File: config.mk
export PLATFORM = sky130hd
export DESIGN_NAME = xlat_cache
export DESIGN_NICKNAME = d
export VERILOG_FILES = /design/src/rtl/xlat_pkg.sv /design/src/rtl/xlat_match.sv /design/src/rtl/xlat_hit_mux.sv /design/src/rtl/xlat_victim.sv /design/src/rtl/xlat_cache.sv
export SDC_FILE = /design/constraint.sdc
export NUM_CORES = 2
export LEC_CHECK = 0
export ABC_CLOCK_PERIOD_IN_PS = 4770
export BUFFER_PORTS_ARGS = -buffer_cell sky130_fd_sc_hd__clkbuf_2
export CORE_MARGIN = 4
export CORE_UTILIZATION = 50
export CTS_CLUSTER_SIZE = 20
export DETAILED_ROUTE_END_ITERATION = 12
export HOLD_SLACK_MARGIN = 0.12
export PLACE_DENSITY = 0.69
export SYNTH_ARGS = -nofsm -noshare
export SYNTH_HDL_FRONTEND = slang
export SYNTH_HIERARCHICAL = 1
export SYNTH_SLANG_ARGS = --single-unit
File: constraint.sdc
create_clock -name clk -period 4.77 [get_ports clk]
set_input_delay 0.477 -clock clk [delete_from_list [all_inputs] [get_ports clk]]
set_output_delay 0.477 -clock clk [all_outputs]
set_load 0.02 [all_outputs]
File: src/rtl/xlat_pkg.sv
package xlat_pkg;

    localparam int VA_W    = 32;
    localparam int OFS_W   = 12;
    localparam int VPN_W   = VA_W - OFS_W;
    localparam int ASID_W  = 8;
    localparam int DOM_W   = 4;
    localparam int PERM_W  = 3;

    typedef enum logic [1:0] {
        SZ_4K  = 2'd0,
        SZ_64K = 2'd1,
        SZ_1M  = 2'd2,
        SZ_16M = 2'd3
    } rgn_size_e;

    typedef struct packed {
        logic [VPN_W-1:0]  vpn;
        logic [VPN_W-1:0]  ppn;
        rgn_size_e         size;
        logic              ng;
        logic [ASID_W-1:0] asid;
        logic [DOM_W-1:0]  dom;
        logic [PERM_W-1:0] perm;
        logic              xn;
    } xlat_ent_t;

    // Bits of the page number that take part in the compare (1 = compared)
    function automatic logic [VPN_W-1:0] cmp_mask(rgn_size_e sz);
        logic [VPN_W-1:0] m;
        m = '1;
        case (sz)
            SZ_4K:   m = '1;
            SZ_64K:  m = {{(VPN_W-4){1'b1}}, 4'h0};
            SZ_1M:   m = {{(VPN_W-8){1'b1}}, 8'h00};
            default: m = {{(VPN_W-12){1'b1}}, 12'h000};
        endcase
        return m;
    endfunction

endpackage

File: src/rtl/xlat_match.sv
module xlat_match
    import xlat_pkg::*;
(
    input  xlat_ent_t          ent,
    input  logic               ent_vld,
    input  logic [VPN_W-1:0]   look_vpn,
    input  logic [ASID_W-1:0]  look_asid,
    output logic               hit
);
    logic [VPN_W-1:0] mask;
    logic             tag_eq;
    logic             asid_ok;

    always_comb begin
        mask    = cmp_mask(ent.size);
        tag_eq  = ((look_vpn ^ ent.vpn) & mask) == '0;
        asid_ok = !ent.ng || (ent.asid == look_asid);
        hit     = ent_vld && tag_eq && asid_ok;
    end
endmodule

File: src/rtl/xlat_hit_mux.sv
module xlat_hit_mux
    import xlat_pkg::*;
#(
    parameter int N_ENT = 32
) (
    input  logic [N_ENT-1:0] hit_vec,
    input  xlat_ent_t [N_ENT-1:0] ents,
    output logic             any_hit,
    output xlat_ent_t        sel
);
    always_comb begin
        any_hit = 1'b0;
        sel     = '0;
        for (int i = N_ENT - 1; i >= 0; i--) begin
            if (hit_vec[i]) begin
                any_hit = 1'b1;
                sel     = ents[i];
            end
        end
    end
endmodule

File: src/rtl/xlat_victim.sv
module xlat_victim #(
    parameter int N_ENT = 32,
    localparam int IDX_W = $clog2(N_ENT)
) (
    input  logic             clk,
    input  logic             rst_n,
    input  logic [N_ENT-1:0] valid_vec,
    input  logic             advance,
    output logic [IDX_W-1:0] victim,
    output logic             full
);
    typedef struct packed {
        logic [IDX_W-1:0] rr;
    } vic_state_t;

    vic_state_t st_d, st_q;

    always_comb begin
        st_d   = st_q;
        victim = st_q.rr;
        full   = 1'b1;
        for (int i = N_ENT - 1; i >= 0; i--) begin
            if (!valid_vec[i]) begin
                victim = IDX_W'(i);
                full   = 1'b0;
            end
        end
        if (advance) begin
            st_d.rr = st_q.rr + 1'b1;
        end
    end

    always_ff @(posedge clk) begin
        if (!rst_n) begin
            st_q <= '0;
        end else begin
            st_q <= st_d;
        end
    end

    AST_RR_STEP: assert property (@(posedge clk) disable iff (!rst_n)
        advance |=> st_q.rr == IDX_W'($past(st_q.rr) + 1'b1));
    AST_RR_HOLD: assert property (@(posedge clk) disable iff (!rst_n)
        !advance |=> $stable(st_q.rr));
    AST_FREE_FIRST: assert property (@(posedge clk) disable iff (!rst_n)
        !full |-> !valid_vec[victim]);
endmodule

File: src/rtl/xlat_cache.sv
module xlat_cache
    import xlat_pkg::*;
#(
    parameter int N_ENTRIES = 32,
    localparam int IDX_W = $clog2(N_ENTRIES)
) (
    input  logic              clk,
    input  logic              rst_n,
    input  logic              lk_valid,
    input  logic [31:0]       lk_vaddr,
    input  logic [7:0]        lk_asid,
    output logic              lk_hit,
    output logic              lk_miss,
    output logic [31:0]       lk_paddr,
    output logic [3:0]        lk_domain,
    output logic [2:0]        lk_perm,
    output logic              lk_xn,
    input  logic              fill_valid,
    input  logic [31:0]       fill_vaddr,
    input  logic [31:0]       fill_paddr,
    input  logic [1:0]        fill_size,
    input  logic              fill_ng,
    input  logic [7:0]        fill_asid,
    input  logic [3:0]        fill_domain,
    input  logic [2:0]        fill_perm,
    input  logic              fill_xn,
    input  logic              inv_all,
    input  logic              inv_nonglobal
);
    typedef struct packed {
        logic [N_ENTRIES-1:0]      valid;
        xlat_ent_t [N_ENTRIES-1:0] ent;
    } cache_state_t;

    cache_state_t st_d, st_q;

    logic [N_ENTRIES-1:0] hit_vec;
    logic [N_ENTRIES-1:0] ng_vec;
    logic                 any_hit;
    xlat_ent_t            sel;
    logic [IDX_W-1:0]     victim;
    logic                 full;
    logic                 fill_ok;
    logic                 rr_adv;
    logic [VPN_W-1:0]     sel_mask;
    logic [VPN_W-1:0]     out_pn;

    // Per-entry compare
    for (genvar g = 0; g < N_ENTRIES; g++) begin : g_cmp
        xlat_match u_match (
            .ent       (st_q.ent[g]),
            .ent_vld   (st_q.valid[g]),
            .look_vpn  (lk_vaddr[VA_W-1:OFS_W]),
            .look_asid (lk_asid),
            .hit       (hit_vec[g])
        );
        assign ng_vec[g] = st_q.ent[g].ng;
    end

    xlat_hit_mux #(.N_ENT(N_ENTRIES)) u_mux (
        .hit_vec (hit_vec),
        .ents    (st_q.ent),
        .any_hit (any_hit),
        .sel     (sel)
    );

    xlat_victim #(.N_ENT(N_ENTRIES)) u_vic (
        .clk       (clk),
        .rst_n     (rst_n),
        .valid_vec (st_q.valid),
        .advance   (rr_adv),
        .victim    (victim),
        .full      (full)
    );

    // Lookup result path
    always_comb begin
        sel_mask  = cmp_mask(sel.size);
        out_pn    = (sel.ppn & sel_mask) | (lk_vaddr[VA_W-1:OFS_W] & ~sel_mask);
        lk_hit    = lk_valid && any_hit;
        lk_miss   = lk_valid && !any_hit;
        lk_paddr  = lk_hit ? {out_pn, lk_vaddr[OFS_W-1:0]} : '0;
        lk_domain = lk_hit ? sel.dom  : '0;
        lk_perm   = lk_hit ? sel.perm : '0;
        lk_xn     = lk_hit && sel.xn;
    end

    // Next-state: invalidation first, then refill
    always_comb begin
        st_d    = st_q;
        fill_ok = fill_valid && !inv_all && !inv_nonglobal;
        rr_adv  = fill_ok && full;
        if (inv_all) begin
            st_d.valid = '0;
        end else if (inv_nonglobal) begin
            st_d.valid = st_q.valid & ~ng_vec;
        end else if (fill_ok) begin
            st_d.valid[victim]    = 1'b1;
            st_d.ent[victim].vpn  = fill_vaddr[VA_W-1:OFS_W];
            st_d.ent[victim].ppn  = fill_paddr[VA_W-1:OFS_W];
            st_d.ent[victim].size = rgn_size_e'(fill_size);
            st_d.ent[victim].ng   = fill_ng;
            st_d.ent[victim].asid = fill_asid;
            st_d.ent[victim].dom  = fill_domain;
            st_d.ent[victim].perm = fill_perm;
            st_d.ent[victim].xn   = fill_xn;
        end
    end

    always_ff @(posedge clk) begin
        if (!rst_n) begin
            st_q <= '0;
        end else begin
            st_q <= st_d;
        end
    end

    AST_INV_ALL_EMPTY: assert property (@(posedge clk) disable iff (!rst_n)
        inv_all |=> st_q.valid == '0);
    AST_NG_FLUSH_CLEARS: assert property (@(posedge clk) disable iff (!rst_n)
        (inv_nonglobal && !inv_all) |=> (st_q.valid & ng_vec) == '0);
    AST_NG_FLUSH_KEEPS: assert property (@(posedge clk) disable iff (!rst_n)
        (inv_nonglobal && !inv_all) |=> (st_q.valid & ~ng_vec) == $past(st_q.valid & ~ng_vec));
    AST_FILL_GROWS: assert property (@(posedge clk) disable iff (!rst_n)
        (fill_valid && !inv_all && !inv_nonglobal && !full)
        |=> $countones(st_q.valid) == $past($countones(st_q.valid)) + 1);
    AST_PAGE_OFFSET: assert property (@(posedge clk) disable iff (!rst_n)
        lk_hit |-> lk_paddr[OFS_W-1:0] == lk_vaddr[OFS_W-1:0]);
    AST_MISS_ZERO: assert property (@(posedge clk) disable iff (!rst_n)
        lk_miss |-> (lk_paddr == '0 && lk_domain == '0 && lk_perm == '0 && !lk_xn));
endmodule

==> results by group <==
Timing
  • Final Hold Fails: 0
  • Max frequency: 0.188 GHz
  • Final Skew: 0.109 ns
  • Unrepaired setup endpoints after global routing: yes
  • Fin worst setup slack: -0.538 ns
  • Final worst-path cycle share: 111%
  • Setup violations, final: 42
  • Minimum clock period: around 5.3 ns
  • Slew @ Worst Pin: 1.33 ns
  • Hold Slack: 0.122 ns
  • Max Slew Vio Count: 0
  • Max-slew headroom: 11.0%

Die
  • Die width: 428 um
  • Die H: 428 um
  • Core area: 175000 um2
  • # rows: 153
  • Initial Utilization: approximately 50%
  • Die area: 183000 um2
  • Boundary Pins: approximately 170

Job
  • Max Cap Viol: 0

Critical path
  • Worst EP required: ~4.3 ns
  • Worst Setup Start Kind: register
  • Worst reg2reg path depth: 10
  • CP peak stage delay: 0.69 ns
  • Cell breakdown of the critical path: xor2_2 > nor4_4 > nand4_1 > nor4_4 > buf_6 > or2_4 > buf_12 > buf_8 > a221oi_1 > a21oi_1 > o211ai_1 > and3_1 > o31ai_2 > and3_1 > buf_4
  • Reg2Reg Setup Slack: 0.69 ns
  • Worst r2r src: st_q[1919]
  • Cell family with most CP delay: simple AND/OR/NAND/NOR gates
  • CP max-delay cell: nand4_1
  • Worst path bufs/invs: 4
  • CP Capture Type: output pin
  • CP Data Arrival Time: 4.83 ns
  • Setup CP Type: reg -> out
  • Max FO, Critical Path: 7

Global route
  • Gr ovfl total: 0
  • Vias in the first global route: 71200
  • Total track usage: 30.1%
  • Global-route wire length before repair: 428 mm
  • Initial antenna violation count: 16
  • Largest net degree at the start of global routing: 226

Route
  • First-pass DRT Iterations: 6
  • Wirelength per Cell: 23.8 um
  • Iteration-0 DRC Markers: around 6500
  • Vias: just over 70000
  • # DRC: 0
  • Routed Wire Length: 286 mm
  • Vias per inst: between 5 and 6
  • Post-DRT Antenna Nets: 0

Placement
  • GP Congestion: approximately 0.91
  • Post-DP HPWL: approximately 190 mm
  • Placed Cells: 11600
  • Port Buffer Count: 146

Clock network
  • Clk sinks: around 1900
  • Clock Pin Slew Worst Setup and Hold Paths: about 0.060 ns
  • Hold-fix buffers, CTS: 0
  • Clock Latency Late Sink: just under 0.9 ns
  • Max clock buf depth: 3
  • Root Driver: clkbuf_16
  • H-tree depth: 4
  • CTS buffer count: 197
  • CTS tree: done

Power
  • Pint: 26.2 mW
  • Leak pwr: 49.0 nW
  • NetSw: 7.99 mW
  • P per Cell Area: 325 nW/um2
  • Final Power: 34.2 mW
  • Worst vdd ir: approximately 320 uV
  • Sequential share of power: 47.1%
  • Combinational Power Share: 4.9%
  • Switching Share: 23.4%
  • Clk pwr share: 48.0%

Synthesis
  • Yosys warning count: 6
  • Mapped Avg Cell Area: 9.54 um2
  • Syn_nets: 9358
  • Syn Std Cell Area: 88100 um2
  • Synth Instances: between 9000 and 10000

Cells and area
  • Syn-to-layout area delta: 19.4%
  • Fraction of layout cells with a size suffix above 1: 17.8%
  • Final net count: 9649
  • Final cell count without fillers: 12000

Hold path
  • Hold Path Cell Cnt: 3
  • Hold Path Class: in -> reg
  • Min-delay src: rst_n

Outcome
  • Failing checks: setup timing
  • Status: complete, but fails checks
[worst max-delay path by stage]
stage | startpoint | to | slack, ns | cells past startpoint
finish | register | lk_paddr[26] | -0.54 | 15
detailed placement | lk_asid[2] | lk_paddr[25] | -1.04 | 20
global placement | lk_asid[2] | lk_paddr[29] | -1.01 | 20
floorplan | lk_vaddr[31] | lk_paddr[14] | 0.73 | 16
global route | register | lk_paddr[15] | -0.56 | 20
CTS | register | lk_paddr[28] | -0.41 | 19
[power groups by stage]
stage | combinational, mW | sequential, mW | clock (mW)
floorplan | 0.806 | 16.5 | 0
global placement | 1.59 | 16.5 | 0
detailed placement | 1.61 | 16.5 | 0
CTS | 1.63 | 16.1 | 16.5
global route | 1.75 | 16.1 | 17.2
finish | 1.66 | 16.1 | 16.4
[per-stage QoR]
stage	util [%]	setup TNS, ns	area [um2]	worst slack (ns)
2_1_floorplan	-	0	88100	0.730
3_3_place_gp	54.7	-33.39	95500	-1.01
3_5_place_dp	54.7	-34.95	95500	-1.04
4_1_cts	59.7	-12.03	104000	-0.411
5_1_grt	60.2	-16.63	105000	-0.561
6_report	60.2	-16.20	105000	-0.538
[routing by layer]
metal  global-route usage [%]  up-vias  part of all wire (%)
met2                     49.4     2728                    46
li1                         -    32200                     -
met5                        0        -                 0.017
met4                     14.1        8                   4.9
met1                     37.7    35300                    41
met3                     6.52      692                   7.6
[cell usage in the layout (no fill, tap or decap), drive strengths merged, types with 16 or more instances in the layout]
cell type     n
nor3         53
clkbuf      411
nor2         60
a41o         33
nand2      2051
xor2        737
nand4        49
bufinv       20
nand2b       32
and3         45
xnor2       163
o22ai        76
mux2i      1893
o31ai        38
o2111ai      25
inv          50
a221oi      188
dfxtp      1925
nor4        195
o221ai       89
o21ai        70
nor3b        22
a211oi       16
a21oi       160
a21boi       34
nand3        25
o21a         31
a221o        53
buf         913
nor2b        52
clkinv       51
[repair_timing]
| action | 4_1_cts | 5_1_grt |
|---|---|---|
| resized for setup | 340 | 184 |
| pin swaps | 111 | 87 |
| buffers inserted | 26 | 15 |
| cloned | 6 | 3 |
| endpoints found under the setup margin | 42 | 42 |
[tightest hold or removal path: stages]
cell and delay, ns:
buf_12 0.22, nand2_1 0.16, mux2i_1 0.05
[final cells by class]
type                    count  area (um2)
diodes                      8        20.0
clock buffers             291        5820
clock inverters            70        1150
fillers                 14300       69400
inverters                  52         199
multi-input cells        6310       47100
flip-flops and latches   1925       38600
well taps                2325        2910
repair buffers           1033        9440
(Power assumes the default switching activity.)
